$ cat src/rtl/sysctl_pkg.sv
package sysctl_pkg;
  localparam int unsigned DATA_W = 32;
  localparam logic [31:0] UNLOCK_KEY = 32'h0000_A05F;

  localparam int unsigned OFF_ID     = 'h000;
  localparam int unsigned OFF_LED    = 'h008;
  localparam int unsigned OFF_LOCK   = 'h020;
  localparam int unsigned OFF_CFG0   = 'h028;
  localparam int unsigned OFF_CFG1   = 'h02C;
  localparam int unsigned OFF_FLGS   = 'h030;
  localparam int unsigned OFF_FLGC   = 'h034;
  localparam int unsigned OFF_NVS    = 'h038;
  localparam int unsigned OFF_NVC    = 'h03C;
  localparam int unsigned OFF_RSTLVL = 'h040;
  localparam int unsigned OFF_ONE    = 'h044;
  localparam int unsigned OFF_STAT   = 'h048;
  localparam int unsigned OFF_TICK   = 'h05C;

  localparam logic [11:0] BRD_A = 12'h100;
  localparam logic [11:0] BRD_B = 12'h140;
  localparam logic [11:0] BRD_C = 12'h178;
  localparam logic [11:0] BRD_D = 12'h182;

  typedef enum logic [3:0] {
    SEL_NONE, SEL_ID, SEL_LED, SEL_LOCK, SEL_CFG0, SEL_CFG1, SEL_FLGS,
    SEL_FLGC, SEL_NVS, SEL_NVC, SEL_RSTLVL, SEL_ONE, SEL_STAT, SEL_TICK
  } sel_e;

  function automatic logic rstlvl_writable(logic [11:0] brd);
    return (brd == BRD_A) || (brd == BRD_C) || (brd == BRD_D);
  endfunction

  function automatic int unsigned rst_trig_idx(logic [11:0] brd);
    return (brd == BRD_A) ? 8 : 2;
  endfunction

  function automatic int unsigned wp_idx(logic [11:0] brd);
    return ((brd == BRD_A) || (brd == BRD_B)) ? 2 : 1;
  endfunction
endpackage

$ cat src/rtl/sysctl_setclr.sv
module sysctl_setclr #(
  parameter int unsigned W = 32
) (
  input  logic         clk_i,
  input  logic         rst_ni,
  input  logic         set_i,
  input  logic         clr_i,
  input  logic [W-1:0] data_i,
  output logic [W-1:0] q_o
);
  logic [W-1:0] q;

  always_ff @(posedge clk_i or negedge rst_ni) begin
    if (!rst_ni)    q <= '0;
    else if (set_i) q <= q | data_i;
    else if (clr_i) q <= q & ~data_i;
  end

  assign q_o = q;
endmodule

$ cat src/rtl/sysctl_lock.sv
module sysctl_lock #(
  parameter int unsigned LW = 16
) (
  input  logic          clk_i,
  input  logic          rst_ni,
  input  logic          wr_i,
  input  logic [31:0]   wdata_i,
  output logic [LW-1:0] q_o,
  output logic          open_o
);
  import sysctl_pkg::*;

  logic [LW-1:0] q;

  // non-key values lose the top bit so they can never equal the key
  always_ff @(posedge clk_i or negedge rst_ni) begin
    if (!rst_ni) q <= '0;
    else if (wr_i) begin
      if (wdata_i == UNLOCK_KEY) q <= UNLOCK_KEY[LW-1:0];
      else                       q <= {1'b0, wdata_i[LW-2:0]};
    end
  end

  assign q_o    = q;
  assign open_o = (q == UNLOCK_KEY[LW-1:0]);
endmodule

$ cat src/rtl/sysctl_tick.sv
module sysctl_tick #(
  parameter int unsigned CLK_HZ  = 200_000_000,
  parameter int unsigned TICK_HZ = 24_000_000,
  parameter int unsigned CNT_W   = 32
) (
  input  logic             clk_i,
  input  logic             rst_ni,
  output logic [CNT_W-1:0] cnt_o
);
  localparam int unsigned ACC_W = $clog2(CLK_HZ + TICK_HZ) + 1;
  localparam logic [ACC_W-1:0] CLK_V  = ACC_W'(CLK_HZ);
  localparam logic [ACC_W-1:0] TICK_V = ACC_W'(TICK_HZ);

  logic [ACC_W-1:0] acc;
  logic [ACC_W-1:0] acc_nxt;
  logic [CNT_W-1:0] cnt;

  assign acc_nxt = acc + TICK_V;

  always_ff @(posedge clk_i or negedge rst_ni) begin
    if (!rst_ni) begin
      acc <= '0;
      cnt <= '0;
    end else if (acc_nxt >= CLK_V) begin
      acc <= acc_nxt - CLK_V;
      cnt <= cnt + 1'b1;
    end else begin
      acc <= acc_nxt;
    end
  end

  assign cnt_o = cnt;
endmodule

$ cat src/rtl/sysctl_regs.sv
module sysctl_regs #(
  parameter int unsigned ADDR_W   = 12,
  parameter logic [31:0] ID_VALUE = 32'h0100_0000,
  parameter int unsigned CLK_HZ   = 200_000_000,
  parameter int unsigned TICK_HZ  = 24_000_000
) (
  input  logic              clk_i,
  input  logic              rst_ni,
  input  logic              req_i,
  input  logic              we_i,
  input  logic [ADDR_W-1:0] addr_i,
  input  logic [31:0]       wdata_i,
  output logic [31:0]       rdata_o,
  output logic [31:0]       led_o,
  input  logic              card_detect_i,
  input  logic              write_prot_i,
  output logic              reset_req_o,
  output logic              bad_addr_o
);
  import sysctl_pkg::*;

  localparam int unsigned WORD_W   = ADDR_W - 2;
  localparam logic [11:0] BOARD    = ID_VALUE[27:16];
  localparam bit          RST_WR   = rstlvl_writable(BOARD);
  localparam int unsigned TRIG_IDX = rst_trig_idx(BOARD);
  localparam int unsigned WP_IDX   = wp_idx(BOARD);
  localparam int unsigned LOCK_W   = 16;
  localparam int unsigned NFLAG    = 2;
  localparam int unsigned STAT_W   = 3;

  logic [WORD_W-1:0] word;
  sel_e              sel;
  logic              rd_en, wr_en;

  assign word  = addr_i[ADDR_W-1:2];
  assign rd_en = req_i && !we_i;
  assign wr_en = req_i && we_i;

  always_comb begin
    sel = SEL_NONE;
    if (addr_i[1:0] == 2'b00) begin
      unique case (word)
        WORD_W'(OFF_ID     >> 2): sel = SEL_ID;
        WORD_W'(OFF_LED    >> 2): sel = SEL_LED;
        WORD_W'(OFF_LOCK   >> 2): sel = SEL_LOCK;
        WORD_W'(OFF_CFG0   >> 2): sel = SEL_CFG0;
        WORD_W'(OFF_CFG1   >> 2): sel = SEL_CFG1;
        WORD_W'(OFF_FLGS   >> 2): sel = SEL_FLGS;
        WORD_W'(OFF_FLGC   >> 2): sel = SEL_FLGC;
        WORD_W'(OFF_NVS    >> 2): sel = SEL_NVS;
        WORD_W'(OFF_NVC    >> 2): sel = SEL_NVC;
        WORD_W'(OFF_RSTLVL >> 2): sel = SEL_RSTLVL;
        WORD_W'(OFF_ONE    >> 2): sel = SEL_ONE;
        WORD_W'(OFF_STAT   >> 2): sel = SEL_STAT;
        WORD_W'(OFF_TICK   >> 2): sel = SEL_TICK;
        default:                  sel = SEL_NONE;
      endcase
    end
  end

  // plain read/write words
  logic [31:0] led_q, cfg0_q, cfg1_q;

  always_ff @(posedge clk_i or negedge rst_ni) begin
    if (!rst_ni) begin
      led_q  <= '0;
      cfg0_q <= '0;
      cfg1_q <= '0;
    end else if (wr_en) begin
      if (sel == SEL_LED)  led_q  <= wdata_i;
      if (sel == SEL_CFG0) cfg0_q <= wdata_i;
      if (sel == SEL_CFG1) cfg1_q <= wdata_i;
    end
  end

  assign led_o = led_q;

  // lock
  logic [LOCK_W-1:0] lock_q;
  logic              lock_open;

  sysctl_lock #(.LW(LOCK_W)) u_lock (
    .clk_i   (clk_i),
    .rst_ni  (rst_ni),
    .wr_i    (wr_en && (sel == SEL_LOCK)),
    .wdata_i (wdata_i),
    .q_o     (lock_q),
    .open_o  (lock_open)
  );

  // flag banks: 0 = primary, 1 = second
  logic [NFLAG-1:0] flg_set, flg_clr;
  logic [31:0]      flg_q [NFLAG];

  assign flg_set[0] = wr_en && (sel == SEL_FLGS);
  assign flg_clr[0] = wr_en && (sel == SEL_FLGC);
  assign flg_set[1] = wr_en && (sel == SEL_NVS);
  assign flg_clr[1] = wr_en && (sel == SEL_NVC);

  for (genvar g = 0; g < NFLAG; g++) begin : g_flag
    sysctl_setclr #(.W(DATA_W)) u_flag (
      .clk_i  (clk_i),
      .rst_ni (rst_ni),
      .set_i  (flg_set[g]),
      .clr_i  (flg_clr[g]),
      .data_i (wdata_i),
      .q_o    (flg_q[g])
    );
  end

  // reset level
  logic [31:0] rstlvl_q;
  logic        rst_req_q;

  if (RST_WR) begin : g_rstlvl
    logic accept;
    assign accept = wr_en && (sel == SEL_RSTLVL) && lock_open;

    always_ff @(posedge clk_i or negedge rst_ni) begin
      if (!rst_ni) begin
        rstlvl_q  <= '0;
        rst_req_q <= 1'b0;
      end else begin
        rst_req_q <= accept && wdata_i[TRIG_IDX];
        if (accept) rstlvl_q <= wdata_i;
      end
    end
  end else begin : g_no_rstlvl
    assign rstlvl_q  = '0;
    assign rst_req_q = 1'b0;
  end

  assign reset_req_o = rst_req_q;

  // pin status
  logic [STAT_W-1:0] stat_d, stat_q;

  always_comb begin
    stat_d         = '0;
    stat_d[0]      = card_detect_i;
    stat_d[WP_IDX] = write_prot_i;
  end

  always_ff @(posedge clk_i or negedge rst_ni) begin
    if (!rst_ni) stat_q <= '0;
    else         stat_q <= stat_d;
  end

  // tick count
  logic [31:0] tick_cnt;

  sysctl_tick #(.CLK_HZ(CLK_HZ), .TICK_HZ(TICK_HZ), .CNT_W(DATA_W)) u_tick (
    .clk_i  (clk_i),
    .rst_ni (rst_ni),
    .cnt_o  (tick_cnt)
  );

  // read mux and strobes
  logic [31:0] rd_mux;

  always_comb begin
    rd_mux = '0;
    unique case (sel)
      SEL_ID:     rd_mux = ID_VALUE;
      SEL_LED:    rd_mux = led_q;
      SEL_LOCK:   rd_mux = 32'(lock_q);
      SEL_CFG0:   rd_mux = cfg0_q;
      SEL_CFG1:   rd_mux = cfg1_q;
      SEL_FLGS:   rd_mux = flg_q[0];
      SEL_NVS:    rd_mux = flg_q[1];
      SEL_RSTLVL: rd_mux = rstlvl_q;
      SEL_ONE:    rd_mux = 32'd1;
      SEL_STAT:   rd_mux = 32'(stat_q);
      SEL_TICK:   rd_mux = tick_cnt;
      default:    rd_mux = '0;
    endcase
  end

  logic [31:0] rdata_q;
  logic        bad_q;

  always_ff @(posedge clk_i or negedge rst_ni) begin
    if (!rst_ni) begin
      rdata_q <= '0;
      bad_q   <= 1'b0;
    end else begin
      if (rd_en) rdata_q <= rd_mux;
      bad_q <= req_i && (sel == SEL_NONE);
    end
  end

  assign rdata_o    = rdata_q;
  assign bad_addr_o = bad_q;
endmodule

$ cat config.mk
export PLATFORM = sky130hd
export DESIGN_NAME = sysctl_regs
export DESIGN_NICKNAME = d
export VERILOG_FILES = /design/src/rtl/sysctl_pkg.sv /design/src/rtl/sysctl_setclr.sv /design/src/rtl/sysctl_lock.sv /design/src/rtl/sysctl_tick.sv /design/src/rtl/sysctl_regs.sv
export SDC_FILE = /design/constraint.sdc
export NUM_CORES = 1
export LEC_CHECK = 0
export BUFFER_PORTS_ARGS = -buffer_cell sky130_fd_sc_hd__clkbuf_2
export CAP_MARGIN = 10
export CORE_MARGIN = 5
export CORE_UTILIZATION = 35
export DETAILED_ROUTE_END_ITERATION = 7
export GPL_TIMING_DRIVEN = 0
export PLACE_DENSITY = 0.62
export SETUP_SLACK_MARGIN = 0.1
export SLEW_MARGIN = 20
export SYNTH_ARGS = -nofsm -noshare
export SYNTH_HDL_FRONTEND = slang
export SYNTH_HIERARCHICAL = 1
export SYNTH_SLANG_ARGS = --single-unit
$ cat constraint.sdc
create_clock -name clk_i -period 2.6 [get_ports clk_i]
set_input_delay 0.26 -clock clk_i [delete_from_list [all_inputs] [get_ports clk_i]]
set_output_delay 0.26 -clock clk_i [all_outputs]
set_load 0.02 [all_outputs]
==> flow_summary.yaml, run 1 <==
critical_path:
  start_kind: "register"
  path_delay_family: "compound AO/OA/AOI/OAI gates"
  end_kind: "register"
  slowest_delay_ps: 410
  arrival_ps: 3270
  cp_slowest_cell: "dfrtp_2"
  path_cells: "buf_12, o21ai_4, buf_4, or3_1, a21o_1, a2bb2oi_2, a211oi_4, o32ai_4, buf_6, buf_12, buf_4, buf_16, nand2_2, xnor2_1"
  crit_required_ps: 3040
  crit_type: "reg -> reg"
  worst-path-buf-inv: 6
  path_max_fanout: 9
final_layout:
  multiInputGateArea_um2: 7850
  final_net_count: 1701
  final_area_um2: 19200
  fin_cells: 2247
  layout_common_cells: "dfrtp_1 (289), nand2_1 (146), clkbuf_2 (130)"
  final_common_cell: "dfrtp_1"
  syn2layout_area_growth_pct: 27.0
  fillers: 3994
  fin_util_pct: 44.8
  seqCellArea_um2: 7420
  antenna_cells: 0
  drive_gt1_share_pct: 30.0
placement:
  port_buffers: 113
  hpwlAfterDp_mm: 36.6
  placed_cell_area_um2: 16800
  place_inst: 2119
  dp_slack_ps: -1080
  gp_congestion: 0.926
cts:
  cts_buffer_depth: 3
  clkSlewWorstSetupHoldPaths_ps: 60
  root_buffer: "clkbuf_16"
  cts_max_level: 2
  tritoncts: "yes"
  numCtsBuffers: 36
  worstSkewPairLatency_ps: 530
  clock_sinks: 296
logic_synthesis:
  syn_area_um2: 15200
  ys_ff_latch: 296
  avgSynthCellArea_um2: 10.7
  synth_area_leaders: "dfrtp_1 (49%), mux2_1 (6.3%), a22o_1 (4.2%)"
  netlist_instances: 1417
  ys_seq_area_share_pct: 48.9
  yosys.area.top_type_share_pct: 48.9
  ys.flop_type: "dfrtp_1"
  async_flop_share_pct: 100
  synth_edf_count: 0
  synth_cell_types: 86
  ys_warn_count: 6
  yosysTopAreaCell: "dfrtp_1"
  synth_nets: 1478
timing:
  finClkSkew_ps: 24.1
  fin_ws_ps: -232
  worst_pin_slew_ps: 935
  rsz0062_at_grt: "true"
  drv_slew: 0
  max_freq_ghz: 0.353
  min_period_ps: 2830
  setup_violations: 51
  slew_headroom_pct: 37.7
  hold_violations: 0
  fin_crit_sh_pct: 109
power:
  power_leakage_nw: 8.70
  netSwitchingFraction_pct: 24.0
  seq_power_share_pct: 44.8
  ir_drop_mv: 0.392
  power_density_nw_per_um2: 537
  p_switching_mw: 2.48
  finalPower_mw: 10.3
  pwr-share-comb_pct: 5.8
  pwr-share-clk_pct: 49.4
  intPower_mw: 7.86
drt:
  drc: 0
  wl_mm: 54.0
  vias_per_cell: 5.85
  first_iter_violations: 1450
  vias: 13100
  ant_nets: 0
  dr.pass1.iters: 6
  wl_per_cell_um: 24.0
grt:
  antenna_found_initial: 2
  grt_usage_pct: 21.9
  grt_pass1_vias: 13000
  overflow: 0
  grt_pass1_wl_mm: 80.4
  grt_max_degree: 83
floorplan:
  core_region_area_um2: 43000
  die_height_um: 218
  dieArea_um2: 47600
  num_rows: 76
  ios: 116
  die_w_um: 218
  start_util_pct: 35.3
flow_run:
  maxCapViolCount: 0
worst_hold_path:
  worstHoldPathType: "in -> reg"
status:
  outcome: "complete, but fails checks"
  failed_checks: "negative setup slack"
-- Yosys cell counts, types with 15 or more instances --
cell type / number
and3_1: 17
inv_1: 41
a21oi_1: 46
a32oi_1: 20
nor2_1: 34
xor2_1: 29
nor3_1: 46
xnor2_1: 31
a22o_1: 72
and2_1: 15
a22oi_1: 20
nand2_1: 156
o21ai_1: 21
clkbuf_1: 45
nand3_1: 63
mux2_1: 85
mux2_2: 52
o21ai_0: 46
o211ai_1: 16
a222oi_1: 26
dfrtp_1: 296
buf_2: 31
-- worst register-to-register path: cells and delay by family (launching register included) --
kind            cells  cell delay [ps]
compound gates      5              950
buf+inv             6              860
flops               1              410
simple gates        2              410
xor+xnor            1              100
-- final timing paths --
kind                               start               end  slack, ps  cells past startpoint
setup / recovery           u_tick/acc[9]    u_tick/acc[19]       -230                     14
hold / removal                     req_i        bad_addr_o         50                      2
setup reg to reg           u_tick/acc[9]    u_tick/acc[19]       -230                     14
hold reg to reg             rstlvl_q[30]      rstlvl_q[30]        480                      1
max in group asynchronous         rst_ni  u_tick/cnt_o[20]       1100                      4
min in group asynchronous         rst_ni          led_o[3]        270                      2
-- final cells by class --
class / instances / area share (%)
Buffer: 94 / 3.30
Clock buffer: 52 / 5.63
Clock inverter: 8 / 0.566
Inverter: 41 / 0.800
Multi-Input combinational cell: 985 / 40.8
Sequential cell: 296 / 38.5
Tap cell: 585 / 3.80
Timing Repair Buffer: 186 / 6.58
-- metal layers --
layer  up-vias  part of all wire (%)  global-route usage [%]  wire [um]
met4         4                   4.8                    9.63       2570
met1      6624                    40                    28.7      21700
met5         -                 0.039                       0         21
met2       629                    47                    35.1      25200
met3       144                   8.3                    4.50       4470
li1       5743                     -                       -          -
-- through the flow --
| stage | setup TNS, ps | hold slack [ps] |
|---|---|---|
| 2_1_floorplan | -444 | -35.6 |
| 3_3_place_gp | -1706620 | 374 |
| 3_5_place_dp | -177170 | 282 |
| 4_1_cts | -6210 | 20.9 |
| 5_1_grt | -13470 | 46.4 |
| 6_report | -7050 | 54.9 |
-- what timing repair did --
item                                    in CTS  in global routing
cloned                                       2                  3
setup buffers                               36                 25
pin swaps                                   40                 28
gates resized for setup                     94                 77
hold buffers                                 3                  0
endpoints found under the setup margin     254                218
hold endpoints to repair                    60                  0
-- power by group through the flow --
stage | Combinational (mW) | Sequential, mW | Clock (mW)
final | 0.599 | 4.64 | 5.10
after global placement | 0.524 | 4.72 | 0
after floorplan | 0.194 | 4.72 | 0
after global routing | 0.638 | 4.63 | 5.39
after detailed placement | 0.549 | 4.72 | 0
after CTS | 0.566 | 4.64 | 5.18
-- kinds of logic after synthesis --
family / after synthesis / synth area share [%]
flops: 296 / 48.9
compound gates: 354 / 17.9
buf+inv: 136 / 4.27
xor+xnor: 60 / 3.47
simple gates: 422 / 14.3
mux: 138 / 10.2
fa+ha+maj: 11 / 0.908
Power figures use the tool's default switching activity.
==> inputs of run 2 (changes only) <==
ABC_AREA = 1   (was unset)
CTS_CLUSTER_SIZE = 14   (was unset)
GPL_TIMING_DRIVEN = unset   (was 0)
==> run 2 against run 1 <==
The run now ends clean. Die area rose by 5.2%. Clock skew fell by 5.6 ps. Routed wire length fell by 8.4%. Global-route usage fell by 2.5 points. Worst hold slack got worse by 35 ps. Clock power fell by 3%. First-iteration DRC count fell by 28%. Non-clock buffer count fell by 103. Register-to-register slack improved by 510 ps. Area after synthesis rose by 5.4%.
==> flow_summary.yaml, run 2 <==
placement:
  hpwlAfterDp_mm: 34.5
  gp_congestion: 0.886
  port_buffers: 115
  place_inst: 2932
timing:
  fin_crit_sh_pct: 89.4
  worst_pin_slew_ps: 734
  finClkSkew_ps: 18.6
  slew_headroom_pct: 51.0
  drv_slew: 0
  whs_ps: 19.6
  hold_violations: 0
  fin_tns_setup_ps: 0
  setup_violations: 0
  max_freq_ghz: 0.430
  min_period_ps: 2320
  rsz0062_at_grt: "false"
logic_synthesis:
  ys_ff_latch: 296
  ys.flop_type: "dfrtp_1"
  synth_common_cells: "nand2_1 (1,027), dfrtp_1 (296), nor2_1 (175), inv_1 (166), nand3_1 (163)"
  avgSynthCellArea_um2: 7.09
  synth_area_leaders: "dfrtp_1 (46%), nand2_1 (24%), nand3_1 (5.1%)"
  yosysMostFrequentCell: "nand2_1"
  synth_cell_types: 32
  async_flop_share_pct: 100
  yosysTopAreaCell: "dfrtp_1"
  syn_area_um2: 16000
  yosys.area.top_type_share_pct: 46.4
  netlist_instances: 2254
  ys_seq_area_share_pct: 46.4
  ys_warn_count: 6
  synth_nets: 2315
  synth_edf_count: 0
critical_path:
  path_max_fanout: 8
  worst-path-buf-inv: 5
  cp.depth: 20
  crit_type: "reg -> reg"
  path_cells: "inv_2, ha_4, inv_1, nand2_2, nand2_4, nand2_4, inv_1, nand2_2, nand3_1, nand2_1, nand2_2, nor2_1, nand2_1, nor2_2, nand2_2, nand2_4, inv_2, buf_4, nand2_1, nand2_1"
  end_kind: "register"
  cp_slowest_cell: "dfrtp_1"
  startpoint: "u_tick/acc[9]"
  slowest_delay_ps: 390
  path_delay_family: "simple AND/OR/NAND/NOR gates"
  arrival_ps: 2720
  r2r_cells: 20
  crit_required_ps: 3000
  r2r-start: "u_tick/acc[9]"
  start_kind: "register"
final_layout:
  syn2layout_area_growth_pct: 18.4
  layout_common_cells: "nand2_1 (1,013), dfrtp_1 (296), nor2_1 (166)"
  multiInputGateArea_um2: 7510
  final_common_cell: "nand2_1"
  seqCellArea_um2: 7410
  fin_cells: 3005
  final_net_count: 2441
  fillers: 4664
  drive_gt1_share_pct: 13.0
  antenna_cells: 0
drt:
  vias_per_cell: 4.92
  drc: 0
  ant_nets: 0
  wl_mm: 49.5
  wl_per_cell_um: 16.5
  first_iter_violations: 1037
  dr.pass1.iters: 5
  vias: 14800
power:
  power_leakage_nw: 9.90
  power_density_nw_per_um2: 527
  ir_drop_mv: 0.438
cts:
  numCtsBuffers: 34
  tritoncts: "yes"
  root_buffer: "clkbuf_16"
  cts_buffer_depth: 3
  cts_max_level: 2
  clkSlewWorstSetupHoldPaths_ps: 60
  clock_sinks: 296
  worstSkewPairLatency_ps: 530
grt:
  grt_pass1_wl_mm: 78.5
  grt_pass1_vias: 14400
  overflow: 0
  grt_max_degree: 82
  antenna_found_initial: 1
  grt_usage_pct: 19.3
worst_hold_path:
  holdPathStages: 3
  worstHoldPathType: "in -> reg"
  hold_start: "wdata_i[10]"
floorplan:
  die_height_um: 224
  start_util_pct: 35.3
  core_region_area_um2: 45300
  die_w_um: 224
  num_rows: 78
  ios: 116
  dieArea_um2: 50000
status:
  outcome: "finished, final reports clean"
flow_run:
  maxCapViolCount: 0
==> run 2: cell types whose count changed after synthesis, sizes merged, moves of 33 or more <==
cell	change
a21oi	-33
a22o	-72
inv	+141
mux2	-137
nand2	+885
nand3	+105
nor2	+154
o21ai	+104
==> run 2: final timing paths <==
path	end	slack (ps)
max in group asynchronous	led_o[2]	1360
min in group asynchronous	led_o[18]	320
worst max register to register	u_tick/acc[16]	280
worst min register to register	register	470
worst max-delay path	u_tick/acc[16]	280
worst min-delay path	register	20
==> run 2: repair_timing <==
action	4_1_cts	5_1_grt
cloned	0	1
gates resized for setup	2	32
pin swaps	0	4
buffers inserted	0	3
endpoints found under the hold margin	84	0
endpoints found under the setup margin	31	52
hold buffers	8	0
==> run 2: cell type report <==
class	instances	share of cell area [%]
Clock buffer	51	5.48
Clock inverter	10	0.695
Inverter	183	3.64
Multi-Input combinational cell	1688	39.7
Sequential cell	296	39.2
Tap cell	600	3.97
Timing Repair Buffer	177	7.36
==> run 2: kinds of logic (layout without fill, tap and decap cells) <==
logic type / Yosys count / after routing / synth area share, %
and+or+nand+nor: 1450 / 1450 / 37.0
DFF: 296 / 296 / 46.4
buffers and inverters: 270 / 421 / 7.58
AOI/OAI and AO/OA: 185 / 185 / 5.91
xor gates and xnor gates: 42 / 42 / 2.30
adders and majority gates: 11 / 11 / 0.862
==> run 2: metal layers <==
layer,global-route usage [%],vias to the layer above,part of all wire (%)
met3,3.13,96,5.5
met1,25.8,6990,43
li1,-,7273,-
met4,6.11,2,3.2
met2,32.4,414,48
met5,0,-,0.038
==> run 2: worst register-to-register path, stage by stage, from the launching register on <==
cell and delay [ps]:
dfrtp_1 390, inv_2 100, ha_4 140, inv_1 40, nand2_2 80, nand2_4 80, nand2_4 100, inv_1 60
nand2_2 80, nand3_1 90, nand2_1 90, nand2_2 70, nor2_1 100, nand2_1 70, nor2_2 150, nand2_2 100
nand2_4 130, inv_2 60, buf_4 170, nand2_1 60, nand2_1 50
==> run 2: per-stage QoR <==
step           cell area (um^2)  utilization, %  worst slack, ps  total power [mW]
3_3_place_gp              17500            38.6              156              5.09
6_report                  18900            41.8              275              9.97
3_5_place_dp              17500            38.6             68.1              5.10
5_1_grt                   18900            41.8             45.7              10.3
4_1_cts                   18800            41.4             87.4              10.1
2_1_floorplan             16000               -              399              4.84
==> run 2: power breakdown <==
part	switching, mW	leakage [nW]	internal, mW	total (mW)
Sequential	0.0162	4.06	4.63	4.65
Combinational	0.282	5.27	0.0938	0.376
Clock	1.98	0.574	2.98	4.95
Total	2.27	9.90	7.70	9.97
